### config.mk
export PLATFORM = sky130hd
export DESIGN_NAME = sdr_word_rx
export DESIGN_NICKNAME = d
export VERILOG_FILES = /design/src/rtl/sdr_pkg.sv /design/src/rtl/sdr_sync.sv /design/src/rtl/sdr_edge.sv /design/src/rtl/sdr_frame_core.sv /design/src/rtl/sdr_word_rx.sv
export SDC_FILE = /design/constraint.sdc
export NUM_CORES = 1
export LEC_CHECK = 0
export BUFFER_PORTS_ARGS = -buffer_cell sky130_fd_sc_hd__buf_2
export CORE_UTILIZATION = 50
export DETAILED_ROUTE_END_ITERATION = 10
export PLACE_DENSITY_LB_ADDON = 0.25
export SETUP_SLACK_MARGIN = 0.15
export SYNTH_ARGS = -nofsm -noshare
export SYNTH_HDL_FRONTEND = slang
export SYNTH_SLANG_ARGS = --single-unit
### constraint.sdc
create_clock -name clk_i -period 2.4 [get_ports clk_i]
set_input_delay 0.24 -clock clk_i [delete_from_list [all_inputs] [get_ports clk_i]]
set_output_delay 0.24 -clock clk_i [all_outputs]
set_load 0.02 [all_outputs]
### src/rtl/sdr_pkg.sv
package sdr_pkg;
  typedef enum logic {
    EDGE_FALL = 1'b0,
    EDGE_RISE = 1'b1
  } edge_sel_e;

  function automatic edge_sel_e next_edge(input logic [3:0] ctrl,
                                          input logic [3:0] rise_code,
                                          input logic [3:0] fall_code,
                                          input edge_sel_e  cur);
    if (ctrl == rise_code)      next_edge = EDGE_RISE;
    else if (ctrl == fall_code) next_edge = EDGE_FALL;
    else                        next_edge = cur;
  endfunction
endpackage

### src/rtl/sdr_sync.sv
module sdr_sync #(
  parameter int          W       = 1,
  parameter int          STAGES  = 2,
  parameter logic [W-1:0] RST_VAL = '0
) (
  input  logic         clk_i,
  input  logic         rst_ni,
  input  logic [W-1:0] d_i,
  output logic [W-1:0] q_o
);
  logic [W-1:0] st [STAGES];

  for (genvar g = 0; g < STAGES; g++) begin : g_stage
    if (g == 0) begin : g_first
      always_ff @(posedge clk_i or negedge rst_ni)
        if (!rst_ni) st[g] <= RST_VAL;
        else         st[g] <= d_i;
    end else begin : g_rest
      always_ff @(posedge clk_i or negedge rst_ni)
        if (!rst_ni) st[g] <= RST_VAL;
        else         st[g] <= st[g-1];
    end
  end

  assign q_o = st[STAGES-1];
endmodule

### src/rtl/sdr_edge.sv
module sdr_edge #(
  parameter logic RST_VAL = 1'b0
) (
  input  logic clk_i,
  input  logic rst_ni,
  input  logic lvl_i,
  output logic rise_o,
  output logic fall_o
);
  logic lvl_q;

  always_ff @(posedge clk_i or negedge rst_ni)
    if (!rst_ni) lvl_q <= RST_VAL;
    else         lvl_q <= lvl_i;

  assign rise_o = lvl_i & ~lvl_q;
  assign fall_o = ~lvl_i & lvl_q;
endmodule

### src/rtl/sdr_frame_core.sv
module sdr_frame_core
  import sdr_pkg::*;
#(
  parameter int         WORD_W    = 16,
  parameter int         CTRL_W    = 4,
  parameter logic [3:0] RISE_CODE = 4'b1011,
  parameter logic [3:0] FALL_CODE = 4'b1001,
  localparam int        DATA_W    = WORD_W - CTRL_W,
  localparam int        CNT_W     = $clog2(WORD_W + 1)
) (
  input  logic              clk_i,
  input  logic              rst_ni,
  input  logic              active_i,
  input  logic              frame_start_i,
  input  logic              frame_end_i,
  input  logic              sclk_rise_i,
  input  logic              sclk_fall_i,
  input  logic              sdin_i,
  output logic [DATA_W-1:0] data_o,
  output logic              update_o,
  output logic              short_err_o,
  output logic [CNT_W-1:0]  bit_cnt_o
);
  localparam logic [CNT_W-1:0] FULL = CNT_W'(WORD_W);

  logic [WORD_W-1:0] shreg_q;
  logic [CNT_W-1:0]  cnt_q;
  edge_sel_e         mode_q;
  logic              sample;
  logic              room;
  logic [3:0]        ctrl;

  assign sample = (mode_q == EDGE_RISE) ? sclk_rise_i : sclk_fall_i;
  assign room   = (cnt_q < FULL);
  assign ctrl   = 4'(shreg_q[WORD_W-1 -: CTRL_W]);

  always_ff @(posedge clk_i or negedge rst_ni) begin
    if (!rst_ni) begin
      shreg_q     <= '0;
      cnt_q       <= '0;
      mode_q      <= EDGE_FALL;
      data_o      <= '0;
      update_o    <= 1'b0;
      short_err_o <= 1'b0;
    end else begin
      update_o    <= 1'b0;
      short_err_o <= 1'b0;
      if (frame_start_i) begin
        cnt_q <= '0;
      end else if (frame_end_i) begin
        cnt_q <= '0;
        if (cnt_q == FULL) begin
          data_o   <= shreg_q[DATA_W-1:0];
          update_o <= 1'b1;
          mode_q   <= next_edge(ctrl, RISE_CODE, FALL_CODE, mode_q);
        end else begin
          short_err_o <= 1'b1;
        end
      end else if (active_i && sample && room) begin
        shreg_q <= {shreg_q[WORD_W-2:0], sdin_i};
        cnt_q   <= cnt_q + 1'b1;
      end
    end
  end

  assign bit_cnt_o = cnt_q;
endmodule

### src/rtl/sdr_word_rx.sv
module sdr_word_rx #(
  parameter int         WORD_W    = 16,
  parameter int         CTRL_W    = 4,
  parameter int         SYNC_ST   = 2,
  parameter logic [3:0] RISE_CODE = 4'b1011,
  parameter logic [3:0] FALL_CODE = 4'b1001,
  localparam int        DATA_W    = WORD_W - CTRL_W,
  localparam int        CNT_W     = $clog2(WORD_W + 1)
) (
  input  logic              clk_i,
  input  logic              rst_ni,
  input  logic              sclk_i,
  input  logic              sync_ni,
  input  logic              sdin_i,
  output logic [DATA_W-1:0] dac_data_o,
  output logic              update_o,
  output logic              short_err_o
);
  logic [2:0]       raw, syn;
  logic             sclk_s, sdin_s, sync_s;
  logic             sclk_rise, sclk_fall, sync_rise, sync_fall;
  logic [CNT_W-1:0] bit_cnt;

  assign raw = {sync_ni, sdin_i, sclk_i};
  assign {sync_s, sdin_s, sclk_s} = syn;

  sdr_sync #(.W(3), .STAGES(SYNC_ST), .RST_VAL(3'b100)) u_sync (
    .clk_i(clk_i), .rst_ni(rst_ni), .d_i(raw), .q_o(syn)
  );

  sdr_edge #(.RST_VAL(1'b0)) u_sclk_edge (
    .clk_i(clk_i), .rst_ni(rst_ni), .lvl_i(sclk_s),
    .rise_o(sclk_rise), .fall_o(sclk_fall)
  );

  sdr_edge #(.RST_VAL(1'b1)) u_sync_edge (
    .clk_i(clk_i), .rst_ni(rst_ni), .lvl_i(sync_s),
    .rise_o(sync_rise), .fall_o(sync_fall)
  );

  sdr_frame_core #(
    .WORD_W(WORD_W), .CTRL_W(CTRL_W),
    .RISE_CODE(RISE_CODE), .FALL_CODE(FALL_CODE)
  ) u_core (
    .clk_i(clk_i), .rst_ni(rst_ni),
    .active_i(~sync_s),
    .frame_start_i(sync_fall), .frame_end_i(sync_rise),
    .sclk_rise_i(sclk_rise), .sclk_fall_i(sclk_fall),
    .sdin_i(sdin_s),
    .data_o(dac_data_o), .update_o(update_o), .short_err_o(short_err_o),
    .bit_cnt_o(bit_cnt)
  );
endmodule

[After elaboration in Yosys (flattened, before gate mapping)]
Cells that the tools add are included.
Word-level totals
  flip-flop bits (word level): 44
  input port bits: 5
  output and inout port bits: 14
  logic and storage cells: 44
Operators by class
  $add $sub $neg: 1
  magnitude comparators: 1
  eq/ne operators: 3
  multiplexer cells: 12
  bitwise logic cells: 10
  reductions and logical operators: 7
Operator list (count)
  two-way mux 5 bit: 3
  two-way mux 1 bit: 9
  == test 4 bit (second input constant): 2
  NOT 1 bit: 6
  AND reduction 3 bit: 2
  adder 5 x 1 -> 5 bit (second input constant): 1
  == test 5 bit (second input constant): 1
  less-than comparator 5 bit (second input constant): 1
  bitwise AND 1 bit: 4
  AND reduction 4 bit: 1
  nonzero test 3 bit: 1
  logical AND 1 bit: 2
  nonzero test 2 bit: 1

[Longest topological paths before layout]
Gate-level depths: netlist of the first run.
  word-level depth: 8
  gate-level depth with buffers: 7
  gate-level depth less buffers: 5

[Hierarchy]
From an unflattened synthesis of the first run, not the netlist that was laid out.
Second synthesis, totals
  cells, all modules: 117
  area total of the unflattened synthesis: 1794.2 sq um
By module, submodules not included
  sdr_frame_core: times used 1, cells an instance 101, area an instance 1534.0 sq um, seq. area each 900.9 sq um
  sdr_sync: times used 1, cells an instance 9, area an instance 175.2 sq um, seq. area each 152.6 sq um
  sdr_edge at u_sync_edge: times used 1, cells an instance 3, area an instance 41.3 sq um, seq. area each 26.3 sq um
  sdr_edge at u_sclk_edge: times used 1, cells an instance 3, area an instance 40.0 sq um, seq. area each 25.0 sq um
  sdr_word_rx: times used 1, cells an instance 1, area an instance 3.8 sq um, seq. area each 0.0 sq um

[Worst setup path after synthesis of the first run]
No wires, ideal clock.
  path type: flip-flop to flip-flop
  from: register u_sync.st (netlist bit u_sync.q_o[0])
  to: register u_core.shreg_q[0]
  library setup time: 0.125 ns
  arrival time: 1.630 ns
  data required time: 2.275 ns
  slack: 0.644 ns
  cell stages (with the launch flop): 6
  path buffers: 2
  period minus slack after synthesis: 1.756 ns
  cells stage by stage: dfrtp_1 -> or3b_4 -> a211o_1 -> buf_6 -> buf_12 -> mux2_4
Between the ends
  cells in the longest elaborated chain, start to end: 6
  elaborated cells on any way between the ends: 7
  classes of those cells: mux: 1; bitwise: 3; reduce/logical: 3
Ends and longest elaborated chain
  start, declared: line sdr_sync.sv:11  | logic [W-1:0] st [STAGES];
  start signal, assigned by index: line sdr_sync.sv:21  | else st[g] <= st[g-1];
  NOT 1 bit: line sdr_edge.sv:17  | assign fall_o = ~lvl_i & lvl_q;
  bitwise AND 1 bit: line sdr_edge.sv:17
  two-way mux 1 bit *: line sdr_frame_core.sv:33  | assign sample = (mode_q == EDGE_RISE) ? sclk_rise_i : sclk_fall_i;
  logical AND 1 bit * (2 in a row): line sdr_frame_core.sv:59  | end else if (active_i && sample && room) begin
  AND reduction 3 bit (no line) *
  end signal, assigned: line sdr_frame_core.sv:60  | shreg_q <= {shreg_q[WORD_W-2:0], sdin_i};
  end, declared: line sdr_frame_core.sv:26  | logic [WORD_W-1:0] shreg_q;
Every way passes the cells marked *; elsewhere a longest branch is shown, timed or not.
A chain may end at the register's enable or synchronous reset.

[Worst setup path after layout of the first run]
  from: register u_sync_edge.lvl_q
  to: register u_core.shreg_q[4]
Between the ends
  cells in the longest elaborated chain, start to end: 4
  elaborated cells on any way between the ends: 6
  classes of those cells: bitwise: 5; reduce/logical: 1
Ends and longest elaborated chain
  start, declared: line sdr_edge.sv:10  | logic lvl_q;
  start signal, assigned: line sdr_edge.sv:14  | else lvl_q <= lvl_i;
  NOT 1 bit: line sdr_edge.sv:16  | assign rise_o = lvl_i & ~lvl_q;
  bitwise AND 1 bit: line sdr_edge.sv:16
  NOT 1 bit (no line)
  AND reduction 3 bit (no line) *
Marked as above.

==> results_dict.tcl, run 1 <==
set metrics [dict create \
    die_x_um 61.7 \
    synth_seq_cells 44 \
    cts_setup_buffers 0 \
    rsz0062_at_grt "false" \
    clockBufferDepth 2 \
    drive_above_1_share_pct 42.6 \
    timing.final.crit_share_pct 85.1 \
    async_flop_share_pct 100 \
    grt_usage_pct 15.4 \
    syn_to_final_growth_pct 11.5 \
    critical_path.max_fanout 16 \
    p_leak_uw 0.00105 \
    synth_edf_count 0 \
    synthFlopType "dfrtp_1" \
    hold_viol_final 0 \
    antenna_found_initial 0 \
    final_common_cell "dfrtp_1" \
    ant_nets 0 \
    cp.required_ns 2.63 \
    grt_pass1_vias 888 \
    postSynthCellCount 115 \
    setup_viol 0 \
    worst_ep_arrival_time_ns 2.27 \
    timing.fmax_mhz 490 \
    rows 21 \
    ctsResizeCount 0 \
    finClkSkew_ns 0.00805 \
    r2r_setup_slack_ns 0.36 \
    cts_buffers 5 \
    yosys.area_share.simple_pct 6.75 \
    syn_nets 124 \
    drc 0 \
    synth_cell_type_count 26 \
    start_kind "flip-flop" \
    synthMuxAreaShare_pct 22.7 \
    fill_cells 294 \
    synth_fa_ha_area_share_pct 2.81 \
    portBuffers 18 \
    maxSlewViolCount 0 \
    grt_max_degree 45 \
    fin_nets 149 \
    fin_setup_tns_ns 0 \
    cts_hold_buf 3 \
    drt_first_pass_iters 4 \
    pwr_density_cell_mw_per_mm2 641 \
    r2r-end "u_core.shreg_q[4]$_DFFE_PN0P_" \
    clk_latency_ns 0.34 \
    die-area_mm2 0.00380 \
    min_path_type "in2async" \
    n_antenna_cell 0 \
    syn_area_mm2 0.00178 \
    maxSlewHeadroom_pct 37.5 \
    cts_tree "done" \
    dp_hpwl_um 1610 \
    critical_path_class "reg2reg" \
    wl_um 2440 \
    cp-end-kind "flip-flop" \
    htreeDepth 2 \
    status "finished, final reports clean" \
    maxCapViolations 0 \
    vias 926 \
    crit_start "u_sync_edge.lvl_q$_DFF_PN1_" \
    core_area_mm2 0.00336 \
    min_period_ns 2.04 \
    wl_per_cell_um 13.0 \
    cts.sinks 44 \
    gp_congestion 0.752 \
    start_util_pct 52.9 \
    root_buffer "clkbuf_4" \
    drtIter0Drc 38 \
    die-height_um 61.7 \
    critPathCapture "u_core.shreg_q[4]$_DFFE_PN0P_" \
    reg2reg_depth 5 \
    yosysWarnings 0 \
    synth-xor-area-share_pct 0 \
    tightest_slew_ns 0.937 \
    reg2reg_from "u_sync_edge.lvl_q$_DFF_PN1_" \
    postSynthAreaPerCell_um2 15.5 \
    cts.clk_slew.worst_paths_ns 0.12 \
    synth_top_family_by_area "multiplexers" \
    via_per_inst 4.95 \
    ios 19 \
    ys_seq_area_share_pct 62.1 \
    irDropWorstVdd_v 0.000378 \
    synth_compound_area_share_pct 2.18 \
    final_cell_mix "41 x dfrtp_1, 19 x mux2_2, 18 x buf_2, 10 x mux2_4, 7 x inv_1" \
    grt_first_pass_wirelength_um 4030 \
    grt_overflow_total 0 \
    power_uw 1270 \
]
==> cells in the mapped netlist, types with 2 or more instances <==
cell type | instances | share of area [%]
mux2_2 | 19 | 12
mux2i_1 | 4 | 2.2
inv_1 | 7 | 1.5
dfstp_2 | 3 | 4.4
nand2_1 | 6 | 1.3
a211oi_1 | 2 | 0.84
ha_1 | 4 | 2.8
nand3b_1 | 2 | 0.84
mux2_4 | 10 | 8.4
dfrtp_1 | 41 | 58
or3_1 | 2 | 0.70
==> stage by stage <==
| step | cells | instance area [um^2] | setup WS [ns] | hold WS, ns | util, % |
|---|---|---|---|---|---|
| finish | 187 | 1980 | 0.358 | 0.0321 | 59.0 |
| global route | 187 | 1980 | 0.253 | 0.0880 | 59.0 |
| CTS | 187 | 1980 | 0.337 | 0.0553 | 59.0 |
| detailed placement | 176 | 1890 | 0.349 | 0.337 | 56.3 |
| global placement | 176 | 1890 | 0.403 | 0.340 | 56.3 |
| floorplan | 115 | 1780 | 0.644 | -0.0556 | - |
==> sequential cells by signal, summed over array words and instances (netlist names) <==
signal / cells
u_sync.st: 3
u_core.bit_cnt_o: 5
u_sync_edge.lvl_q: 1
u_sclk_edge.lvl_q: 1
u_core.short_err_o: 1
u_core.shreg_q: 16
u_sync.q_o: 3
u_core.mode_q: 1
u_core.data_o: 12
u_core.update_o: 1
==> metal layers <==
layer  track usage, %  wire length [um]  vias up  part of all wire [%]
li1                 -                 -      449                     -
met1             20.5              1230      458                    50
met2             22.6              1100       17                    45
met3             6.30                88        2                   3.6
met4             5.71                19        0                  0.78
met5                0                 0        -                     0
==> critical path, cell delays in order (launching register included) <==
cell     delay [ns]
dfstp_2        0.55
inv_1          0.04
ha_1           0.28
inv_1          0.06
a211o_1        0.60
mux2_2         0.41
==> cells by family after synthesis <==
logic type,after synthesis
AND/OR/NAND/NOR,19
buffers and inverters,10
multiplexers,33
flip-flops,44
adder cells (fa/ha/maj),4
AO/OA/AOI/OAI,5
==> area by class of cell <==
class | instances | area [um^2] | area share (%)
inverter | 7 | 26.3 | 1.32
timing repair buffer | 21 | 120 | 6.05
multi-input combinational | 61 | 613 | 30.9
clock buffer | 7 | 55.1 | 2.77
tap | 46 | 57.6 | 2.90
sequential | 44 | 1100 | 55.7
clock inverter | 1 | 7.51 | 0.378
==> worst min-delay path by stage <==
stage | endpoint | slack [ns]
final | u_core.shreg_q[15]$_DFFE_PN0P_ | 0.03
after global routing | u_core.shreg_q[8]$_DFFE_PN0P_ | 0.09
after CTS | u_core.shreg_q[15]$_DFFE_PN0P_ | 0.06
after detailed placement | u_sync.q_o[1]$_DFF_PN0_ | 0.34
after global placement | u_sync.q_o[1]$_DFF_PN0_ | 0.34
after floorplan | u_core.bit_cnt_o[0]$_DFFE_PN0P_ | -0.06
==> power by group <==
group          leakage, uW  internal (uW)  switching, uW
logic             0.000432           49.1           40.6
registers         0.000585            788           31.7
clock network    0.0000315            144            219
total              0.00105            981            291
Power figures use the tool's default switching activity.
==> run 2: changes to the inputs <==
Settings changed: SYNTH_HIERARCHICAL from default to 1.
==> run 2 against run 1 <==
Net effect: critical path depth is the same; clock skew rose by 0.0016 ns; synthesized cell count is 1.7% higher; combinational power rose by 24%; setup slack got worse by 0.051 ns; critical endpoint is now u_core/shreg_q[9]$_DFFE_PN0P_; hold slack worse by 0.016 ns; highest routed layer unchanged; count of clock-buffer cells in the layout down 1; cell area up 0.50%.
==> results_dict.tcl, run 2 <==
set metrics [dict create \
    syn_area_mm2 0.00179 \
    top_register "u_core/shreg_q" \
    cts_setup_buffers 0 \
    setup_viol 0 \
    grt_overflow_total 0 \
    finClkSkew_ns 0.00969 \
    timing.final.crit_share_pct 87.2 \
    portBuffers 18 \
    die_x_um 61.9 \
    postSynthAreaPerCell_um2 15.3 \
    cts.clk_slew.worst_paths_ns 0.14 \
    synth.largest_area_cell "dfrtp_1" \
    min_path_type "in2async" \
    rows 21 \
    synth_seq_cells 44 \
    drt_first_pass_iters 4 \
    syn_to_final_growth_pct 11.2 \
    largest_reg_flops 16 \
    postSynthCellCount 117 \
    cp-end-kind "flip-flop" \
    synthFlopType "dfrtp_1" \
    drtIter0Drc 106 \
    ios 19 \
    min_period_ns 2.09 \
    stdcell_area_mm2 0.00199 \
    start_kind "flip-flop" \
    gp_congestion 0.768 \
    dp_hpwl_um 1800 \
    clk_latency_ns 0.36 \
    critical_path_class "reg2reg" \
    ant_nets 0 \
    maxSlewViolCount 0 \
    hold_viol_final 0 \
    wl_um 2860 \
    fin_nets 148 \
    fin_setup_tns_ns 0 \
    pwr_density_cell_mw_per_mm2 667 \
    final_cell_mix "41 x dfrtp_1, 20 x mux2_2, 18 x buf_2, 10 x mux2_4" \
    start_util_pct 52.9 \
    syn_nets 124 \
    worst_ep_arrival_time_ns 2.36 \
    synth_area_leaders "dfrtp_1 57%, mux2_2 13%, mux2_4 8.4%" \
    status "finished, final reports clean" \
    yosysMostFrequentCell "dfrtp_1" \
    place_area_mm2 0.00190 \
    synth_top_area_share_pct 57.2 \
    die-height_um 61.9 \
    yosysWarnings 6 \
    irDropWorstVdd_v 0.000374 \
    core_area_mm2 0.00339 \
    rsz0062_at_grt "false" \
    via_per_inst 5.27 \
    ctsResizeCount 0 \
    htreeDepth 2 \
    p_leak_uw 0.00101 \
    die-area_mm2 0.00383 \
    grt_first_pass_wirelength_um 4630 \
    synth_common_cells "41 x dfrtp_1, 20 x mux2_2, 10 x mux2_4" \
    drive_above_1_share_pct 45.8 \
    reg2reg_from "u_sync/q_o[2]$_DFF_PN1_" \
    vias 990 \
    timing.fmax_mhz 478 \
    grt_pass1_vias 989 \
    synth_cell_type_count 29 \
    crit_start "u_sync/q_o[2]$_DFF_PN1_" \
    grt_usage_pct 17.8 \
    wl_per_cell_um 15.2 \
    maxSlewHeadroom_pct 36.4 \
    maxCapViolations 0 \
    antenna_found_initial 0 \
    cts_hold_buf 3 \
    ys_seq_area_share_pct 61.6 \
    synth_edf_count 0 \
    drc 0 \
    clockBufferDepth 2 \
    root_buffer "clkbuf_4" \
    cts.sinks 44 \
    cts_buffers 5 \
    cp.required_ns 2.66 \
    cts_tree "done" \
    grt_max_degree 45 \
    final_common_cell "dfrtp_1" \
    tightest_slew_ns 0.954 \
    n_antenna_cell 0 \
    async_flop_share_pct 100 \
    critical_path.max_fanout 16 \
]
run 2: final cells by class:
cell class	count	area [um^2]
Timing Repair Buffer	23	135
Fill cell	278	1400
Clock inverter	2	15.0
Sequential cell	44	1100
Inverter	5	18.8
Multi-Input combinational cell	62	612
Clock buffer	6	51.3
Tap cell	46	57.6
run 2: worst max-delay path: stages, from the launching register on:
cell and delay, ns:
dfstp_2 0.57, and2b_2 0.24, or2_1 0.33, nor3_4 0.20, buf_4 0.29, mux2_2 0.37
run 2: per-stage QoR:
step	worst slack, ns	util, %	total power, uW	instances	hold WS, ns
floorplan	0.294	-	915	117	-0.0556
global placement	0.366	56.0	943	177	0.333
detailed placement	0.315	56.0	949	177	0.340
CTS	0.300	58.8	1350	188	0.0446
global route	0.232	58.8	1390	188	0.0866
finish	0.307	58.8	1330	188	0.0162
run 2: metal layers:
layer | wire, um | GRT usage (%)
met2 | 1420 | 27.8
met4 | 64 | 10.5
met3 | 110 | 5.38
met1 | 1260 | 21.9
met5 | 0 | 0
run 2: path summary, 6_finish.rpt:
| check | to | slack, ns | cells after the start |
|---|---|---|---|
| setup / recovery | u_core/shreg_q[9]$_DFFE_PN0P_ | 0.31 | 5 |
| hold / removal | u_core/shreg_q[8]$_DFFE_PN0P_ | 0.02 | 1 |
| setup reg to reg | u_core/shreg_q[9]$_DFFE_PN0P_ | 0.31 | 5 |
| hold reg to reg | u_sync/q_o[1]$_DFF_PN0_ | 0.37 | 0 |
| max in group asynchronous | u_core/data_o[8]$_DFFE_PN0P_ | 1.80 | 1 |
| min in group clk_i | u_sync/q_o[1]$_DFF_PN0_ | 0.37 | 0 |
run 2: logic make-up after synthesis:
logic type	synth area share [%]
flops	61.6
fa+ha+maj	1.39
compound gates	2.86
buf+inv	4.32
simple gates	8.37
mux	21.5
run 2: report_power, final:
part	total (uW)	internal, uW	switching (uW)	leakage (uW)
combinational	111	66.0	45.0	0.000392
sequential	828	790	38.5	0.000585
clock	391	142	249	0.0000305
total	1330	998	332	0.00101
==> run 3: changes to the inputs <==
Settings changed: BUFFER_PORTS_ARGS -buffer_cell sky130_fd_sc_hd__buf_2 to default, DONT_BUFFER_PORTS from default to 1.
==> run 3 against run 2 <==
Net effect: power is 6.7% higher; die area is the same; cell area decreased by 1.8%; hold slack better by 0.32 ns; register-to-register slack about the same; count of clock-buffer cells in the layout is the same; sequential cell count stayed put; critical path depth did not move; combinational power hardly changed.
==> results_dict.tcl, run 3 (same netlist as run 2, synthesis figures left out) <==
set metrics [dict create \
    critPathTopFamily "simple AND/OR/NAND/NOR gates" \
    drive_above_1_share_pct 38.1 \
    gp_congestion 0.760 \
    vias 920 \
    seq_area_mm2 0.00110 \
    maxSlewHeadroom_pct 52.0 \
    rows 21 \
    portBuffers 0 \
    status "finished, final reports clean" \
    critPathMaxStageDelay_ns 0.57 \
    cp.buffers_inverters 1 \
    ios 19 \
    critical_path.max_fanout 16 \
    top_register "u_core/shreg_q" \
    grt_usage_pct 16.5 \
    fill_cells 278 \
    min_period_ns 2.09 \
    worst_ep_arrival_time_ns 2.34 \
    cts_buffers 5 \
    worst_slack_ns 0.307 \
    crit_start "u_sync/q_o[2]$_DFF_PN1_" \
    crit_cells 5 \
    dpl.cell_count 159 \
    holdWs_ns 0.336 \
    reg2reg_from "u_sync/q_o[2]$_DFF_PN1_" \
    die-height_um 61.9 \
    reg2reg_depth 5 \
    r2r-end "u_core/shreg_q[7]$_DFFE_PN0P_" \
    root_buffer "clkbuf_4" \
    n_antenna_cell 0 \
    clockBufferDepth 2 \
    dpl_worst_slack_ns 0.331 \
    irDropWorstVdd_v 0.000423 \
    drtIter0Drc 33 \
    via_per_inst 5.35 \
    slowest_stage "dfstp_2" \
    die_x_um 61.9 \
    cp-end-kind "flip-flop" \
    fin_cells 172 \
    core_area_mm2 0.00339 \
    multi_input_area_um2 612 \
    maxCapViolations 0 \
    htreeDepth 2 \
    wl_per_cell_um 15.0 \
    timing.final.crit_share_pct 87.2 \
    clk_latency_ns 0.35 \
    cp.required_ns 2.65 \
    setup_viol 0 \
    grt_max_degree 45 \
    grt_pass1_vias 936 \
    cts.sinks 44 \
    start_kind "flip-flop" \
    fin_setup_tns_ns 0 \
    critical_path_class "reg2reg" \
    pwr_density_cell_mw_per_mm2 725 \
    final_cell_mix "41 x dfrtp_1, 20 x mux2_2, 10 x mux2_4, 5 x inv_1, 5 x clkbuf_4" \
    drc 0 \
    rsz0062_at_grt "false" \
    cts_tree "done" \
    worstPathCellList "and2b_2 > or2_1 > nor3_4 > buf_4 > mux2_2" \
    hold_viol_final 0 \
    cts.clk_slew.worst_paths_ns 0.13 \
    maxSlewViolCount 0 \
    p_leak_uw 0.000945 \
    critPathCapture "u_core/shreg_q[7]$_DFFE_PN0P_" \
    drt_first_pass_iters 4 \
    syn_to_final_growth_pct 9.14 \
    finClkSkew_ns 0.0102 \
    ant_nets 0 \
    grt_first_pass_wirelength_um 4260 \
    dp_hpwl_um 1660 \
    largest_reg_flops 16 \
    min_path_type "in2async" \
    r2r_setup_slack_ns 0.31 \
    ctsResizeCount 0 \
    start_util_pct 52.9 \
    timing.fmax_mhz 478 \
    grt_overflow_total 0 \
    wl_um 2570 \
    die-area_mm2 0.00383 \
    antenna_found_initial 0 \
    power_uw 1420 \
    final_common_cell "dfrtp_1" \
    fin_nets 132 \
    tightest_slew_ns 0.701 \
]
[run 3: cell count changes in the layout (fill, tap and decap cells not counted), sizes merged]
cell / previous run / this run
buf: 20 / 3
clkinvlp: 2 / 0
bufinv: 0 / 1
clkinv: 0 / 1
dlygate4sd3: 3 / 4
[run 3: routing by layer]
metal	track usage (%)	part of all wire, %	vias to the layer above
met4	7.94	1.8	0
li1	-	-	423
met1	19.9	45	470
met2	25.3	47	22
met3	7.66	5.5	5
met5	0	0	-
[run 3: power breakdown]
group / leakage [uW] / switching, uW / total, uW / internal (uW)
combinational: 0.000312 / 41.7 / 109 / 67.4
sequential: 0.000585 / 36.6 / 826 / 790
clock: 0.0000484 / 234 / 484 / 250
[run 3: stage by stage]
stage,area [um^2],utilization (%)
5_1_grt,1960,57.8
3_5_place_dp,1810,53.3
4_1_cts,1960,57.8
2_1_floorplan,1790,-
6_report,1960,57.8
3_3_place_gp,1810,53.3
[run 3: worst register-to-register path: stages (launching register included)]
cell     delay (ns)
dfstp_2        0.57
and2b_2        0.24
or2_1          0.33
nor3_4         0.20
buf_4          0.29
mux2_2         0.37
[run 3: final cells by class]
| type | count | share of cell area (%) |
|---|---|---|
| Inverter | 5 | 0.958 |
| Timing Repair Buffer | 7 | 3.83 |
| Sequential cell | 44 | 56.4 |
| Clock inverter | 2 | 1.98 |
| Clock buffer | 6 | 2.62 |
| Multi-Input combinational cell | 62 | 31.2 |
| Tap cell | 46 | 2.94 |
[run 3: repair_timing]
| item | CTS | global route |
|---|---|---|
| setup buffers | 0 | 0 |
| hold endpoints to repair | 47 | 0 |
| hold buffers | 5 | 0 |
[run 3: worst min path at each step]
| stage | start | endpoint | slack (ns) |
|---|---|---|---|
| 3_3_place_gp | rst_ni | u_core/short_err_o$_DFF_PN0_ | -0.05 |
| 5_1_grt | rst_ni | u_core/shreg_q[6]$_DFFE_PN0P_ | 0.34 |
| 6_report | rst_ni | u_core/shreg_q[8]$_DFFE_PN0P_ | 0.34 |
| 3_5_place_dp | rst_ni | u_sync/q_o[0]$_DFF_PN0_ | -0.05 |
| 4_1_cts | rst_ni | u_core/shreg_q[8]$_DFFE_PN0P_ | 0.33 |
| 2_1_floorplan | rst_ni | u_core/bit_cnt_o[0]$_DFFE_PN0P_ | -0.06 |
